### config.mk
export PLATFORM = sky130hd
export DESIGN_NAME = sdram_page_ctrl
export DESIGN_NICKNAME = d
export VERILOG_FILES = /design/src/rtl/sdc_pkg.sv /design/src/rtl/sdc_refresh_timer.sv /design/src/rtl/sdc_open_row.sv /design/src/rtl/sdram_page_ctrl.sv
export SDC_FILE = /design/constraint.sdc
export NUM_CORES = 1
export LEC_CHECK = 0
export BUFFER_PORTS_ARGS = -buffer_cell sky130_fd_sc_hd__buf_4
export CORE_ASPECT_RATIO = 1.25
export CORE_UTILIZATION = 60
export DETAILED_ROUTE_END_ITERATION = 8
export PLACE_DENSITY = 0.85
export SYNTH_ARGS = -nofsm -noshare
export SYNTH_HDL_FRONTEND = slang
export SYNTH_SLANG_ARGS = --single-unit
### constraint.sdc
create_clock -name clk -period 4.83 [get_ports clk]
set_input_delay 0.966 -clock clk [delete_from_list [all_inputs] [get_ports clk]]
set_output_delay 0.966 -clock clk [all_outputs]
set_load 0.01 [all_outputs]
### src/rtl/sdc_pkg.sv
package sdc_pkg;
    typedef enum logic [2:0] {
        CMD_NOP = 3'd0,
        CMD_ACT = 3'd1,
        CMD_RD  = 3'd2,
        CMD_WR  = 3'd3,
        CMD_PRE = 3'd4,
        CMD_REF = 3'd5,
        CMD_SRE = 3'd6
    } sd_cmd_e;

    typedef enum logic [3:0] {
        ST_IDLE, ST_DECIDE, ST_PRE, ST_ACT, ST_RCD,
        ST_XFER, ST_REF, ST_PDN, ST_SLF
    } ctl_state_e;

    typedef enum logic [1:0] {
        AFT_ACT, AFT_REF, AFT_SLF
    } pre_next_e;
endpackage

### src/rtl/sdc_refresh_timer.sv
module sdc_refresh_timer #(
    parameter int PERIOD = 780
) (
    input  logic clk,
    input  logic rst_n,
    input  logic hold,
    input  logic clr,
    output logic pend
);
    localparam int CW = (PERIOD > 1) ? $clog2(PERIOD) : 1;

    logic [CW-1:0] count;

    always_ff @(posedge clk) begin
        if (!rst_n) begin
            count <= '0;
            pend  <= 1'b0;
        end else begin
            if (clr)
                pend <= 1'b0;
            if (hold) begin
                count <= '0;
            end else if (count == CW'(PERIOD - 1)) begin
                count <= '0;
                pend  <= 1'b1;
            end else begin
                count <= count + 1'b1;
            end
        end
    end

    p_pend_kept_r8: assert property (@(posedge clk) disable iff (!rst_n)
        (pend && !clr) |=> pend);
endmodule

### src/rtl/sdc_open_row.sv
module sdc_open_row #(
    parameter int ROW_W = 12
) (
    input  logic             clk,
    input  logic             rst_n,
    input  logic             open_set,
    input  logic             close,
    input  logic [ROW_W-1:0] row_in,
    output logic             hit,
    output logic             row_valid
);
    logic [ROW_W-1:0] row_q;

    always_ff @(posedge clk) begin
        if (!rst_n) begin
            row_valid <= 1'b0;
            row_q     <= '0;
        end else if (close) begin
            row_valid <= 1'b0;
        end else if (open_set) begin
            row_valid <= 1'b1;
            row_q     <= row_in;
        end
    end

    assign hit = row_valid && (row_q == row_in);

    p_set_close_excl_r4: assert property (@(posedge clk) disable iff (!rst_n)
        !(open_set && close));
endmodule

### src/rtl/sdram_page_ctrl.sv
module sdram_page_ctrl
    import sdc_pkg::*;
#(
    parameter int ROW_W      = 12,
    parameter int COL_W      = 9,
    parameter int LINE_BYTES = 16,
    parameter int CAS_LAT    = 2,
    parameter int REF_PERIOD = 780
) (
    input  logic             clk,
    input  logic             rst_n,
    input  logic             ctl_en,
    input  logic             cfg_wide,
    input  logic [1:0]       cfg_rp,
    input  logic [1:0]       cfg_rcd,
    input  logic             pd_req,
    input  logic             sr_req,
    input  logic             req_valid,
    output logic             req_ready,
    input  logic             req_write,
    input  logic             req_burst,
    input  logic [ROW_W-1:0] req_row,
    input  logic [COL_W-1:0] req_col,
    output logic             sd_cke,
    output logic [2:0]       sd_cmd,
    output logic [ROW_W-1:0] sd_row,
    output logic [COL_W-1:0] sd_col,
    output logic             rd_valid
);
    localparam int BEATS_N = LINE_BYTES / 2;
    localparam int BEATS_W = LINE_BYTES / 4;
    localparam int BT_W    = $clog2(BEATS_N) + 1;

    ctl_state_e       st, st_nx;
    pre_next_e        aft_q, aft_nx;
    sd_cmd_e          cmd;
    logic [3:0]       cnt;
    logic [BT_W-1:0]  beat, beats_total;
    logic             lat_wr, lat_burst, lat_wide;
    logic [ROW_W-1:0] lat_row;
    logic [COL_W-1:0] lat_col;
    logic [1:0]       rp_eff;
    logic             ref_pend, row_hit, row_valid, accept, last_beat;
    logic [CAS_LAT-1:0] rd_pipe;

    sdc_refresh_timer #(.PERIOD(REF_PERIOD)) u_ref (
        .clk(clk), .rst_n(rst_n),
        .hold(!ctl_en || st == ST_SLF),
        .clr(st == ST_REF || st == ST_SLF),
        .pend(ref_pend)
    );

    sdc_open_row #(.ROW_W(ROW_W)) u_row (
        .clk(clk), .rst_n(rst_n),
        .open_set(st == ST_ACT),
        .close(st == ST_PRE && cnt == 4'd0),
        .row_in(lat_row),
        .hit(row_hit), .row_valid(row_valid)
    );

    assign rp_eff      = (cfg_rp == 2'd0) ? 2'd1 : cfg_rp;
    assign beats_total = !lat_burst ? BT_W'(1) : (lat_wide ? BT_W'(BEATS_W) : BT_W'(BEATS_N));
    assign last_beat   = (beat + 1'b1) == beats_total;
    assign accept      = req_valid && req_ready;

    // next-state logic
    always_comb begin
        st_nx  = st;
        aft_nx = aft_q;
        unique case (st)
            ST_IDLE: begin
                if (ctl_en) begin
                    if (ref_pend) begin
                        st_nx  = row_valid ? ST_PRE : ST_REF;
                        aft_nx = AFT_REF;
                    end else if (sr_req) begin
                        st_nx  = row_valid ? ST_PRE : ST_SLF;
                        aft_nx = AFT_SLF;
                    end else if (pd_req) begin
                        st_nx = ST_PDN;
                    end else if (req_valid) begin
                        st_nx = ST_DECIDE;
                    end
                end
            end
            ST_DECIDE: begin
                if (row_hit) begin
                    st_nx = ST_XFER;
                end else if (row_valid) begin
                    st_nx  = ST_PRE;
                    aft_nx = AFT_ACT;
                end else begin
                    st_nx = ST_ACT;
                end
            end
            ST_PRE: begin
                if (cnt == {2'b00, rp_eff - 2'd1}) begin
                    unique case (aft_q)
                        AFT_ACT: st_nx = ST_ACT;
                        AFT_REF: st_nx = ST_REF;
                        default: st_nx = ST_SLF;
                    endcase
                end
            end
            ST_ACT:  st_nx = (cfg_rcd == 2'd0) ? ST_XFER : ST_RCD;
            ST_RCD:  if (cnt == {2'b00, cfg_rcd - 2'd1}) st_nx = ST_XFER;
            ST_XFER: if (last_beat) st_nx = ST_IDLE;
            ST_REF:  st_nx = ST_IDLE;
            ST_PDN:  if (!pd_req) st_nx = ST_IDLE;
            ST_SLF:  if (!sr_req) st_nx = ST_IDLE;
            default: st_nx = ST_IDLE;
        endcase
    end

    // state register and sequencing counters
    always_ff @(posedge clk) begin
        if (!rst_n) begin
            st        <= ST_IDLE;
            aft_q     <= AFT_ACT;
            cnt       <= '0;
            beat      <= '0;
            lat_wr    <= 1'b0;
            lat_burst <= 1'b0;
            lat_wide  <= 1'b0;
            lat_row   <= '0;
            lat_col   <= '0;
            rd_pipe   <= '0;
        end else begin
            st    <= st_nx;
            aft_q <= aft_nx;
            if (st_nx != st)
                cnt <= '0;
            else if (cnt != 4'hF)
                cnt <= cnt + 1'b1;
            beat <= (st == ST_XFER) ? beat + 1'b1 : '0;
            if (accept) begin
                lat_wr    <= req_write;
                lat_burst <= req_burst;
                lat_wide  <= cfg_wide;
                lat_row   <= req_row;
                lat_col   <= req_col;
            end
            rd_pipe <= (rd_pipe << 1) | CAS_LAT'(st == ST_XFER && !lat_wr);
        end
    end

    // outputs
    always_comb begin
        cmd       = CMD_NOP;
        sd_cke    = 1'b1;
        req_ready = 1'b0;
        unique case (st)
            ST_IDLE: req_ready = ctl_en && !ref_pend && !sr_req && !pd_req;
            ST_PRE:  cmd = (cnt == 4'd0) ? CMD_PRE : CMD_NOP;
            ST_ACT:  cmd = CMD_ACT;
            ST_XFER: cmd = lat_wr ? CMD_WR : CMD_RD;
            ST_REF:  cmd = CMD_REF;
            ST_PDN:  sd_cke = 1'b0;
            ST_SLF: begin
                sd_cke = 1'b0;
                cmd    = (cnt == 4'd0) ? CMD_SRE : CMD_NOP;
            end
            default: cmd = CMD_NOP;
        endcase
    end

    assign sd_cmd   = cmd;
    assign sd_row   = lat_row;
    assign sd_col   = lat_col + COL_W'(beat);
    assign rd_valid = rd_pipe[CAS_LAT-1];

    p_cke_quiet_r9: assert property (@(posedge clk) disable iff (!rst_n)
        !sd_cke |-> (sd_cmd == CMD_NOP || sd_cmd == CMD_SRE));
    p_xfer_open_r2: assert property (@(posedge clk) disable iff (!rst_n)
        (sd_cmd == CMD_RD || sd_cmd == CMD_WR) |-> row_valid);
    p_act_closed_r3: assert property (@(posedge clk) disable iff (!rst_n)
        (sd_cmd == CMD_ACT) |-> !row_valid);
    p_ref_closed_r8: assert property (@(posedge clk) disable iff (!rst_n)
        (sd_cmd == CMD_REF) |-> !row_valid);
    p_ref_blocks_r8: assert property (@(posedge clk) disable iff (!rst_n)
        ref_pend |-> !req_ready);
    p_sre_closed_r10: assert property (@(posedge clk) disable iff (!rst_n)
        (sd_cmd == CMD_SRE) |-> !row_valid);
    p_off_ready_r11: assert property (@(posedge clk) disable iff (!rst_n)
        !ctl_en |-> !req_ready);
endmodule

==> impl_metrics.toml, run 1 <==
[yosys]
yosysWarningCount = 0
synthesis.instances = 405
ys_async_sr_fraction_pct = 0
postSynthNetCount = 449
ys.flop_type = "sky130_fd_sc_hd__dfxtp_1"
number_of_synthesized_register_bits = 64
synth_cell_type_count = 59
post_synth_design_cell_area_sq_mm = 0.00341
edff_count_synth = 0
yosysSeqAreaShare_pct = 37.6
syn-mean-instance-area_sq_um = 8.42

[power_and_ir_drop]
power.leakage_nw = 1.62
vdd_ir_drop_max_mv = 0.343
combPwrFrac_pct = 23.4
pwr_density_cell_mw_per_mm2 = 383
pwr-share-seq_pct = 40.0
cell_internal_pwr_w = 0.00108
power.net_switching_w = 0.000496
power.switching_fraction_pct = 31.5
clock_power_share_pct = 36.7
report.power.total_w = 0.00157

[critical_path]
crit_chain = "ha_1 > inv_1 > fa_1 > nor2b_1 > o21ai_0 > nand2b_1 > nand3_1 > xnor2_1 > buf_4"
timing.critical_path.slowest_cell_delay_ns = 0.44
crit_arrival_ns = 2.20
critical_path.max_fanout = 6
crit_path_start_kind = "flop"
crit_slowest_cell = "sky130_fd_sc_hd__dfxtp_1"
path_class = "flop to primary output"
crit_path_end_kind = "primary output"
timing.critical_path.required_ns = 3.86

[timing]
timing.max_slew.rel_slack_pct = 36.3
hold_violations = 0
clock.fmax_ghz = 0.316
max_slew_violation_count = 0
tightest_slew_ns = 0.956
fin_hold_ws_ns = 0.441
final-setup-viol-count = 0
worst_slack_ns = 1.67
tns_ns = 0
fin_skew_ns = 0.00900
period_needed_ns = 3.16
timing.final.crit_share_pct = 65.5
rsz0062_at_grt = "no"

[final_layout]
combined_area_of_the_multi_input_logic_cells_sq_mm = 0.00199
layout.nets = 504
postLayoutCellArea_sq_mm = 0.00411
most-common-layout-cells = "89 x sky130_fd_sc_hd__nand2_1, 64 x sky130_fd_sc_hd__dfxtp_1, 60 x sky130_fd_sc_hd__buf_4"
drive_gt1_share_pct = 19.8
filler_cell_count = 409
area_delta_synth_final_pct = 20.5
insertedDiodeCount = 0
layout.area.seq_sq_mm = 0.00128
final_common_cell = "sky130_fd_sc_hd__nand2_1"

[die]
die_area_sq_mm = 0.00599
core_region_area_sq_mm = 0.00544
fp.dieH_um = 86.3
placementRows = 30
ios = 61
initial_utilization_pct = 62.7
dieWidth_um = 69.4

[routing]
wl_met1_mm = 3.36
postRouteWirelength_mm = 7.58
drt.antenna.violating_nets = 0
vias = 3031
routedWlPerCell_um = 14.3
top_sig_layer = "met4"
drcViolationCount = 0
vias_per_cell = 5.73
detail_route.first_pass.iterations = 4
dr.first_iter.drc_count = 115
route.met2.wl_mm = 3.69
met3WireLength_um = 316

[outcome]
status = "completed"

[grt]
grt.overflow.total = 0
grt_util_all_layers_pct = 26.0
grt_start_max_net_pins = 50
first_global_vias = 2908
grt_pass1_wl_mm = 12.6
initial_antenna_violation_count = 0

[hold_path]
timing.hold.worst.class = "flop to flop"

[placement]
post_place_worst_slack_ns = 2.04
place.port_buffers = 60
gp_congestion = 0.870
dp_hpwl_mm = 5.34
dpl-instance-area_sq_mm = 0.00386

[clock_tree]
clock_latency_ns = 0.34
post-cts-setup-buffers = 0
clock_sinks = 64
holdBufCountCts = 0
clock_tree.htree_level_count = 3
cts_tree = "built"
cts-buffers-inserted = 9
cts_resized = 0
clk_transition_reported_paths_ns = 0.07
clock_path_buffers = 2
root_buffer = "sky130_fd_sc_hd__clkbuf_8"

[flow_run]
maxCapViolCount = 0
critical path, delay by kind of cell, from the launching register on:
family / cells / cell delay [ns]
adders and majority gates: 2 / 0.60
DFF: 1 / 0.44
and+or+nand+nor: 3 / 0.40
buffers and inverters: 2 / 0.20
xor gates and xnor gates: 1 / 0.14
AOI/OAI and AO/OA: 1 / 0.08
path summary, 6_finish.rpt:
kind         slack, ns       start  depth (start not counted)         end
min               0.44  rd_pipe[0]                          1  rd_pipe[1]
min reg2reg       0.44  rd_pipe[0]                          1  rd_pipe[1]
max reg2reg       2.42       st[1]                          6  lat_col[0]
max               1.67     beat[0]                          9   sd_col[8]
kinds of logic after synthesis:
logic type / share of synthesized area [%]
AO/OA/AOI/OAI: 16.4
buffers and inverters: 4.07
AND/OR/NAND/NOR: 28.2
adder cells (fa/ha/maj): 3.89
XOR/XNOR: 9.32
multiplexers: 0.624
flip-flops: 37.6
cells in the mapped netlist (2+ instances only):
master / n / share of area (%)
sky130_fd_sc_hd__xnor2_1: 25 / 6.4
sky130_fd_sc_hd__dfxtp_1: 64 / 38
sky130_fd_sc_hd__o221ai_1: 2 / 0.51
sky130_fd_sc_hd__nand3_1: 14 / 2.1
sky130_fd_sc_hd__and2_1: 5 / 0.92
sky130_fd_sc_hd__nand2b_1: 4 / 0.73
sky130_fd_sc_hd__and3_4: 2 / 0.66
sky130_fd_sc_hd__clkbuf_1: 8 / 0.88
sky130_fd_sc_hd__nand4_1: 7 / 1.3
sky130_fd_sc_hd__nand2_1: 89 / 9.8
sky130_fd_sc_hd__a21boi_0: 21 / 4.6
sky130_fd_sc_hd__xor2_1: 6 / 1.5
sky130_fd_sc_hd__nand4b_1: 2 / 0.51
sky130_fd_sc_hd__or4_1: 2 / 0.44
sky130_fd_sc_hd__inv_1: 15 / 1.7
sky130_fd_sc_hd__o21ai_0: 9 / 1.3
sky130_fd_sc_hd__a21oi_1: 7 / 1.0
sky130_fd_sc_hd__ha_1: 9 / 3.3
sky130_fd_sc_hd__a31oi_1: 2 / 0.37
sky130_fd_sc_hd__a2bb2oi_1: 2 / 0.51
sky130_fd_sc_hd__nor3_1: 11 / 1.6
sky130_fd_sc_hd__nor2b_1: 4 / 0.73
sky130_fd_sc_hd__nand3b_1: 2 / 0.44
sky130_fd_sc_hd__buf_2: 3 / 0.44
sky130_fd_sc_hd__nor2_1: 27 / 3.0
sky130_fd_sc_hd__buf_4: 5 / 1.1
sky130_fd_sc_hd__a22o_1: 2 / 0.51
sky130_fd_sc_hd__a21boi_1: 20 / 4.4
sky130_fd_sc_hd__and4_1: 2 / 0.51
sky130_fd_sc_hd__and3_1: 4 / 0.73
sky130_fd_sc_hd__o21a_1: 2 / 0.44
per-stage QoR:
step | std cells | util, %
floorplan | 405 | -
CTS | 529 | 75.5
finish | 529 | 75.5
global placement | 513 | 70.9
detailed placement | 513 | 70.9
global route | 529 | 75.5
sequential cells by signal (all words and copies together) (netlist names), 2 cells and up:
register and flops:
u_ref.count 10, st 4, aft_q 2, lat_col 9, beat 4, rd_pipe 2
cnt 4, sd_row 12, u_row.row_q 12
metal layers:
metal | up-vias | GRT usage, %
li1 | 1495 | -
met1 | 1425 | 31.3
met2 | 91 | 44.1
met3 | 20 | 5.70
met4 | 0 | 12.6
met5 | - | 0
power groups by stage:
stage / combinational [W] / clock [W] / sequential [W]
floorplan: 0.000293 / 0 / 0.000601
global placement: 0.000358 / 0 / 0.000636
detailed placement: 0.000362 / 0 / 0.000640
CTS: 0.000366 / 0.000582 / 0.000627
global route: 0.000401 / 0.000604 / 0.000635
finish: 0.000368 / 0.000577 / 0.000629
layout make-up:
| type | instances | area share, % |
|---|---|---|
| sequential | 64 | 31.2 |
| timing repair buffer | 60 | 11.0 |
| clock inverter | 6 | 2.77 |
| inverter | 15 | 1.37 |
| multi-input combinational | 310 | 48.4 |
| tap | 64 | 1.95 |
| clock buffer | 10 | 3.35 |
Power figures use the tool's default switching activity.
==> run 2, diff against run 1 <==
CORE_UTILIZATION = 56   (was 60)
PLACE_DENSITY = 0.8   (was 0.85)
clock period = 3 ns   (was 4.83 ns; I/O delays follow)
==> run 2 against run 1 <==
Core utilization decreased by 5.7 points. Largest cell class unchanged. Highest routed layer unchanged. First-iteration DRC count grew 57%. Critical path depth is the same.
==> impl_metrics.toml, run 2 (synthesized netlist as in run 1, its figures left out) <==
[outcome]
status = "completed"

[critical_path]
crit_path_start_kind = "flop"
timing.critical_path.required_ns = 2.40
crit_chain = "ha_1 > inv_1 > fa_1 > nor2b_1 > o21ai_0 > nand2b_1 > nand3_1 > xnor2_1 > buf_4"
crit_path_end_kind = "primary output"
crit_arrival_ns = 2.15
path_class = "flop to primary output"
critical_path.max_fanout = 6
crit_slowest_cell = "sky130_fd_sc_hd__dfxtp_1"
timing.critical_path.slowest_cell_delay_ns = 0.43

[die]
dieWidth_um = 71.8
placementRows = 31
core_region_area_sq_mm = 0.00582
ios = 61
fp.dieH_um = 89.3
die_area_sq_mm = 0.00641
initial_utilization_pct = 58.6

[clock_tree]
cts_tree = "built"
clock_sinks = 64
clock_tree.htree_level_count = 3
post-cts-setup-buffers = 0
root_buffer = "sky130_fd_sc_hd__clkbuf_8"
holdBufCountCts = 0
clock_path_buffers = 2
clk_transition_reported_paths_ns = 0.08
clock_latency_ns = 0.35
cts-buffers-inserted = 9
cts_resized = 0

[timing]
period_needed_ns = 2.75
timing.max_slew.rel_slack_pct = 41.0
final-setup-viol-count = 0
fin_skew_ns = 0.0120
fin_hold_ws_ns = 0.435
max_slew_violation_count = 0
timing.final.crit_share_pct = 91.6
tns_ns = 0
rsz0062_at_grt = "no"
clock.fmax_ghz = 0.364
hold_violations = 0
tightest_slew_ns = 0.883

[flow_run]
maxCapViolCount = 0

[power_and_ir_drop]
power.leakage_nw = 1.60
vdd_ir_drop_max_mv = 0.361
clock_power_share_pct = 29.6
cell_internal_pwr_w = 0.00149
pwr_density_cell_mw_per_mm2 = 567
report.power.total_w = 0.00230
power.net_switching_w = 0.000809
power.switching_fraction_pct = 35.1
combPwrFrac_pct = 27.0
pwr-share-seq_pct = 43.4

[routing]
top_sig_layer = "met4"
route.met2.wl_mm = 3.78
vias_per_cell = 5.60
drt.antenna.violating_nets = 0
wl_met1_mm = 3.09
dr.first_iter.drc_count = 180
met3WireLength_um = 328
drcViolationCount = 0
detail_route.first_pass.iterations = 5
routedWlPerCell_um = 13.9
postRouteWirelength_mm = 7.42
vias = 2990

[hold_path]
timing.hold.worst.class = "flop to flop"

[final_layout]
area_delta_synth_final_pct = 19.1
drive_gt1_share_pct = 20.3
final_common_cell = "sky130_fd_sc_hd__nand2_1"
most-common-layout-cells = "89 x sky130_fd_sc_hd__nand2_1, 64 x sky130_fd_sc_hd__dfxtp_1, 63 x sky130_fd_sc_hd__buf_4"
layout.nets = 507
insertedDiodeCount = 0

[placement]
gp_congestion = 0.881
dp_hpwl_mm = 5.34
place.port_buffers = 60

[grt]
grt_start_max_net_pins = 50
initial_antenna_violation_count = 0
grt_pass1_wl_mm = 12.0
first_global_vias = 2729
grt.overflow.total = 0
grt_util_all_layers_pct = 24.2
==> run 2: cell count changes in the layout (fill, tap and decap cells not counted) <==
cell,delta
sky130_fd_sc_hd__buf_4,+3
sky130_fd_sc_hd__clkinv_4,+1
sky130_fd_sc_hd__bufinv_16,-3
sky130_fd_sc_hd__clkinv_2,+2
==> run 2: routing by layer <==
layer | vias up | global-route usage [%]
met5 | - | 0
met4 | 0 | 14.4
met3 | 15 | 5.19
met2 | 74 | 41.9
met1 | 1392 | 27.6
li1 | 1509 | -
==> run 2: cell type report <==
class	count	area, sq um
Clock buffer	10	138
Clock inverter	6	42.5
Fill cell	510	1750
Inverter	15	56.3
Multi-Input combinational cell	310	1990
Sequential cell	64	1280
Tap cell	66	82.6
Timing Repair Buffer	63	473
==> run 2: stage by stage <==
stage | utilization, % | std cells | cell area (sq um) | worst slack (ns)
6_report | 69.8 | 534 | 4060 | 0.252
5_1_grt | 69.8 | 534 | 4060 | 0.0433
4_1_cts | 69.8 | 534 | 4060 | 0.226
3_5_place_dp | 66.8 | 518 | 3880 | 0.619
3_3_place_gp | 66.8 | 518 | 3880 | 0.682
2_1_floorplan | - | 405 | 3410 | 0.781
==> run 2: critical path, delay by kind of cell, from the launching register on <==
family | cells | cell delay (ns)
fa+ha+maj | 2 | 0.60
xor+xnor | 1 | 0.15
buf+inv | 2 | 0.19
flops | 1 | 0.43
compound gates | 1 | 0.08
simple gates | 3 | 0.35
==> run 2: power by group through the flow <==
stage	clock network [W]	logic (W)	registers (W)
final	0.000681	0.000621	0.000999
after global routing	0.000737	0.000680	0.00101
after CTS	0.000694	0.000621	0.000997
after detailed placement	0	0.000615	0.00102
after global placement	0	0.000600	0.00101
after floorplan	0	0.000472	0.000967
==> run 2: final timing paths <==
check / start / to / slack [ns] / cells after the start
setup / recovery: beat[0] / sd_col[8] / 0.25 / 9
hold / removal: rd_pipe[0] / rd_pipe[1] / 0.44 / 1
hold reg to reg: rd_pipe[0] / rd_pipe[1] / 0.44 / 1
setup reg to reg: st[0] / sd_row[4] / 0.72 / 6
